## src/rtl/ms_pkg.sv

```systemverilog
package ms_pkg;
    localparam int MS_DW    = 32;
    localparam int MS_LANES = MS_DW / 8;
    localparam int LB       = $clog2(MS_LANES);
    localparam int CW       = LB + 1;

    typedef enum logic [1:0] {
        SZ_B = 2'b00,
        SZ_H = 2'b01,
        SZ_W = 2'b10
    } ms_size_e;

    typedef enum logic [1:0] {
        ST_IDLE  = 2'b00,
        ST_ISSUE = 2'b01,
        ST_DONE  = 2'b10
    } ms_state_e;
endpackage

```

## src/rtl/ms_plan.sv

```systemverilog
// Picks the next piece: the largest size the current address is aligned to
// that still fits inside the bytes left to move.
module ms_plan
    import ms_pkg::*;
(
    input  logic [LB-1:0] lo,
    input  logic [CW-1:0] rem,
    output ms_size_e      sz,
    output logic [CW-1:0] nb
);
    always_comb begin
        if (lo == '0 && rem >= CW'(4)) begin
            sz = SZ_W;
        end else if (!lo[0] && rem >= CW'(2)) begin
            sz = SZ_H;
        end else begin
            sz = SZ_B;
        end
        nb = CW'(1) << sz;
    end
endmodule

```

## src/rtl/ms_lane.sv

```systemverilog
// Byte-lane steering for one piece: enables, write routing, read extraction.
module ms_lane
    import ms_pkg::*;
(
    input  logic [LB-1:0]       lo,
    input  logic [CW-1:0]       nb,
    input  logic [MS_DW-1:0]    wpend,
    input  logic [MS_DW-1:0]    rraw,
    output logic [MS_LANES-1:0] be,
    output logic [MS_DW-1:0]    wlanes,
    output logic [MS_DW-1:0]    rpiece
);
    for (genvar i = 0; i < MS_LANES; i++) begin : g_lane
        logic [CW-1:0] rel;
        logic [LB-1:0] src;
        assign rel   = CW'(i) - CW'(lo);
        assign src   = LB'(i) + lo;
        assign be[i] = rel < nb;
        assign wlanes[8*i +: 8] = be[i] ? wpend[{rel[LB-1:0], 3'b000} +: 8] : 8'h00;
        assign rpiece[8*i +: 8] = (CW'(i) < nb) ? rraw[{src, 3'b000} +: 8] : 8'h00;
    end
endmodule

```

## src/rtl/mis_split.sv

```systemverilog
module mis_split
    import ms_pkg::*;
#(
    parameter int ADDR_W = 32
) (
    input  logic              clk,
    input  logic              rst_n,
    input  logic              cpu_req,
    input  logic              cpu_we,
    input  logic [ADDR_W-1:0] cpu_addr,
    input  logic [1:0]        cpu_size,
    input  logic [MS_DW-1:0]  cpu_wdata,
    output logic              cpu_done,
    output logic [MS_DW-1:0]  cpu_rdata,
    output logic              bus_req,
    output logic              bus_we,
    output logic [ADDR_W-1:0] bus_addr,
    output logic [1:0]        bus_size,
    output logic [MS_LANES-1:0] bus_be,
    output logic [MS_DW-1:0]  bus_wdata,
    input  logic              bus_ack,
    input  logic [MS_DW-1:0]  bus_rdata
);
    ms_state_e          st, st_nx;
    logic [ADDR_W-1:0]  addr_q;
    logic [CW-1:0]      rem_q;
    logic [CW-1:0]      off_q;
    logic [MS_DW-1:0]   wbuf;
    logic [MS_DW-1:0]   rbuf;
    logic               we_q;

    ms_size_e           sz;
    logic [CW-1:0]      nb;
    logic [MS_LANES-1:0] be;
    logic [MS_DW-1:0]   wlanes;
    logic [MS_DW-1:0]   rpiece;
    logic [CW-1:0]      req_bytes;
    logic               accept;
    logic               step;
    logic               last;

    ms_plan u_plan (
        .lo  (addr_q[LB-1:0]),
        .rem (rem_q),
        .sz  (sz),
        .nb  (nb)
    );

    ms_lane u_lane (
        .lo     (addr_q[LB-1:0]),
        .nb     (nb),
        .wpend  (wbuf),
        .rraw   (bus_rdata),
        .be     (be),
        .wlanes (wlanes),
        .rpiece (rpiece)
    );

    always_comb begin
        unique case (cpu_size)
            2'b00:   req_bytes = CW'(1);
            2'b01:   req_bytes = CW'(2);
            default: req_bytes = CW'(MS_LANES);
        endcase
    end

    assign accept = (st == ST_IDLE) && cpu_req;
    assign step   = (st == ST_ISSUE) && bus_ack;
    assign last   = (rem_q == nb);

    // State register
    always_ff @(posedge clk or negedge rst_n) begin
        if (!rst_n) begin
            st <= ST_IDLE;
        end else begin
            st <= st_nx;
        end
    end

    // Transitions: IDLE->ISSUE on request, ISSUE->DONE on final ack, DONE->IDLE
    always_comb begin
        st_nx = st;
        unique case (st)
            ST_IDLE:  if (cpu_req) st_nx = ST_ISSUE;
            ST_ISSUE: if (bus_ack && last) st_nx = ST_DONE;
            ST_DONE:  st_nx = ST_IDLE;
            default:  st_nx = ST_IDLE;
        endcase
    end

    // Outputs
    always_comb begin
        bus_req   = (st == ST_ISSUE);
        cpu_done  = (st == ST_DONE);
        bus_we    = we_q;
        bus_addr  = addr_q;
        bus_size  = sz;
        bus_be    = be;
        bus_wdata = wlanes;
        cpu_rdata = rbuf;
    end

    // Request datapath: address, remaining count, data shifting and merging
    always_ff @(posedge clk or negedge rst_n) begin
        if (!rst_n) begin
            addr_q <= '0;
            rem_q  <= '0;
            off_q  <= '0;
            wbuf   <= '0;
            rbuf   <= '0;
            we_q   <= 1'b0;
        end else if (accept) begin
            addr_q <= cpu_addr;
            rem_q  <= req_bytes;
            off_q  <= '0;
            wbuf   <= cpu_wdata;
            rbuf   <= '0;
            we_q   <= cpu_we;
        end else if (step) begin
            addr_q <= addr_q + ADDR_W'(nb);
            rem_q  <= rem_q - nb;
            off_q  <= off_q + nb;
            wbuf   <= wbuf >> {nb, 3'b000};
            if (!we_q) begin
                rbuf <= rbuf | (rpiece << {off_q[LB-1:0], 3'b000});
            end
        end
    end
endmodule

```

## config.mk

```make
export PLATFORM = sky130hd
export DESIGN_NAME = mis_split
export DESIGN_NICKNAME = d
export VERILOG_FILES = /design/src/rtl/ms_pkg.sv /design/src/rtl/ms_plan.sv /design/src/rtl/ms_lane.sv /design/src/rtl/mis_split.sv
export SDC_FILE = /design/constraint.sdc
export NUM_CORES = 1
export LEC_CHECK = 0
export BUFFER_PORTS_ARGS = -buffer_cell sky130_fd_sc_hd__buf_2
export CORE_MARGIN = 5
export CORE_UTILIZATION = 50
export DETAILED_ROUTE_END_ITERATION = 10
export GPL_TIMING_DRIVEN = 0
export PLACE_DENSITY_LB_ADDON = 0.15
export SYNTH_ARGS = -nofsm -noshare
export SYNTH_HDL_FRONTEND = slang
export SYNTH_SLANG_ARGS = --single-unit
```

## constraint.sdc

```tcl
create_clock -name clk -period 4.9 [get_ports clk]
set_input_delay 0.98 -clock clk [delete_from_list [all_inputs] [get_ports clk]]
set_output_delay 0.98 -clock clk [all_outputs]
set_load 0.02 [all_outputs]
```

==> results.json <==
{
  "cts_hold_buf": 0,
  "dieArea_mm2": 0.0169,
  "root_buffer": "clkbuf_16",
  "start_util_pct": 51.5,
  "fillers": 1229,
  "clock_sinks": 104,
  "tritoncts": "built",
  "worst_pin_slew_ps": 1120,
  "yosys_register_bits": 104,
  "fin_nets": 1041,
  "fin_cells": 1113,
  "synthMuxAreaShare_pct": 20.2,
  "setup-violations-final": 0,
  "dp.cells": 1096,
  "synthCells": 708,
  "hold_viol": 0,
  "antenna_found_initial": 1,
  "pre_cts_ws_ps": -980,
  "finalClockSkew_ps": 9.49,
  "clk_latency_ps": 360,
  "synth.net_count": 822,
  "slew_headroom_pct": 24.7,
  "cts_buffers": 9,
  "routedWlPerCell_um": 23.2,
  "synth_top_area_share_pct": 36.1,
  "drive_above_1_share_pct": 34.5,
  "grt_usage_pct": 30.3,
  "rows": 43,
  "synthTopCellsByArea": "dfrtp_1, mux4_2, nand2_1",
  "yosys.area_share.simple_pct": 17.4,
  "dpl.hpwl_um": 18700,
  "worstSetupStartpointType": "flop",
  "io_pins": 208,
  "core_mm2": 0.0140,
  "fp.dieW_um": 130,
  "dr.pass1.iters": 6,
  "synth_edf_count": 0,
  "layout_commonest_cell": "buf_2",
  "htree_levels": 3,
  "power_density_mw_per_mm2": 805,
  "mostFrequentLayoutCells": "buf_2, dfrtp_1, nand2_1, mux4_2, nor2_1",
  "crit_path_end_kind": "output pin",
  "cts.path.max_buffers": 2,
  "drc": 0,
  "area_growth_syn_to_layout_pct": 22.8,
  "synth_top_area_cell": "dfrtp_1",
  "grt_pass1_wl_um": 39100,
  "vias_per_cell": 6.56,
  "irDropWorstVdd_uv": 359,
  "synthAdderAreaFrac_pct": 2.01,
  "num_vias": 7299,
  "r2r_slack_ps": 1220,
  "ys_warn_count": 0,
  "arrival_ps": 3720,
  "io_buffer_count": 207,
  "worstPathCellList": "buf_6 > buf_8 > inv_1 > ha_1 > and2_1 > buf_6 > nor3_4 > buf_4 > inv_1 > ha_1 > nor2_1 > a211o_2 > nor2b_1 > buf_2",
  "gp_congestion": 0.925,
  "grt_pass1_vias": 7286,
  "worstSetupPathType": "flop to output pin",
  "netlist_area_mm2": 0.00721,
  "cp_max_fo": 19,
  "seqCellArea_mm2": 0.00260,
  "syn_avg_cell_area_um2": 10.2,
  "finalCritPeriodShare_pct": 95.9,
  "synth_compound_area_share_pct": 18.0,
  "rsz0062_at_grt": "false",
  "status": "complete, no violations",
  "synth_top_family_by_area": "multiplexers",
  "synth.distinct_cells": 58,
  "timing.final.ws_setup_ps": 200,
  "leakage_nw": 3.86,
  "clock.fmax_mhz": 213,
  "maxCapViolations": 0,
  "drt_first_iter_violations": 882,
  "ys_seq_area_share_pct": 36.1,
  "cpPeakStageDelay_ps": 450,
  "wl_um": 25800,
  "grt-ovfl-total": 0,
  "multiInputGateArea_mm2": 0.00432,
  "async_flop_share_pct": 100,
  "grt_max_degree": 58,
  "clk_pin_slew_ps": 70,
  "cp.required_ps": 3920,
  "synth_xor_area_share_pct": 2.07,
  "slew_viol_final": 0,
  "timing.hold.ws_ps": 478,
  "hold_class": "flop to flop",
  "ant_nets": 0,
  "synth-main-ff-cell": "dfrtp_1",
  "die_h_um": 130,
  "crit_slowest_cell": "a211o_2",
  "min_period_ps": 4700
}
==> synthesized netlist by cell type, types with 5 or more instances <==
cell type,instances
nand2_1,79
a22oi_1,22
nor3_1,8
a31oi_1,9
a21oi_1,33
nand4_1,11
a221oi_1,17
o21ai_0,34
or3_1,5
inv_1,14
clkbuf_1,33
ha_1,10
o311ai_1,5
o21ai_1,33
nand3_1,26
mux4_2,62
nand3b_1,5
nor2_1,39
o211ai_1,16
xor2_1,16
buf_2,15
nor2b_1,27
dfrtp_1,104
a22o_1,12
and2_1,12
==> routing by layer <==
layer  vias up  GRT usage, %  wire length [µm]
met5         -          1.47                 0
met3        70          7.53              3120
met2       515          50.1             12600
li1       3162             -                 -
met1      3552          38.7              9520
met4         0          11.3               632
==> through the flow <==
step | power [W] | setup TNS, ps | instance area (µm²) | utilization, %
global placement | 0.00614 | -14870 | 8470 | 60.6
finish | 0.00713 | 0 | 8850 | 63.3
detailed placement | 0.00625 | -16310 | 8500 | 60.8
CTS | 0.00708 | 0 | 8840 | 63.2
global route | 0.00753 | 0 | 8850 | 63.3
floorplan | 0.00478 | 0 | 7210 | -
==> report_power, final <==
part	total (W)	internal (W)	switching, W
Clock	0.000776	0.000428	0.000348
Combinational	0.00463	0.00185	0.00278
Sequential	0.00172	0.00125	0.000480
Total	0.00713	0.00352	0.00361
==> path summary, 6_finish.rpt <==
kind / startpoint / endpoint / cells after the start
min in group asynchronous: rst_n / wbuf[13]$_DFFE_PN0P_ / 1
setup / recovery: bus_addr[1]$_DFFE_PN0P_ / bus_wdata[9] / 14
max in group asynchronous: rst_n / bus_addr[1]$_DFFE_PN0P_ / 2
hold reg to reg: cpu_rdata[11]$_DFFE_PN0P_ / cpu_rdata[11]$_DFFE_PN0P_ / 2
setup reg to reg: bus_addr[1]$_DFFE_PN0P_ / bus_addr[31]$_DFFE_PN0P_ / 15
hold / removal: cpu_rdata[11]$_DFFE_PN0P_ / cpu_rdata[11]$_DFFE_PN0P_ / 2
==> worst max-delay path, delay by kind of cell, from the launching register on <==
| kind | cells | cell delay, ps |
|---|---|---|
| buffers and inverters | 7 | 1190 |
| AOI/OAI and AO/OA | 1 | 450 |
| adders and majority gates | 2 | 610 |
| and+or+nand+nor | 4 | 650 |
| DFF | 1 | 430 |
==> registers in the layout, summed over array words and instances, names as in the netlist <==
signal     flops
bus_addr      32
bus_we         1
cpu_rdata     32
off_q          2
rem_q          3
st             2
wbuf          32
==> layout make-up <==
class	count	area share [%]
diodes	1	0.0283
clock buffers	11	2.86
clock inverters	5	0.707
repair buffers	209	12.1
plain buffers	53	2.83
multi-input cells	535	48.8
inverters	15	0.693
well taps	180	2.54
flip-flops and latches	104	29.4
==> kinds of logic (layout without fill, tap and decap cells) <==
logic type,after synthesis,in the layout
XOR/XNOR,17,17
buffers and inverters,69,293
other,0,1
multiplexers,68,68
AO/OA/AOI/OAI,198,198
flip-flops,104,104
AND/OR/NAND/NOR,241,241
adder cells (fa/ha/maj),11,11
==> timing repair <==
| action | CTS | global route |
|---|---|---|
| resized for setup | 7 | 3 |
| setup buffers | 1 | 0 |
| setup endpoints to repair | 41 | 17 |
| pin swaps | 1 | 0 |
No activity file was read; power rests on OpenSTA's default activity.
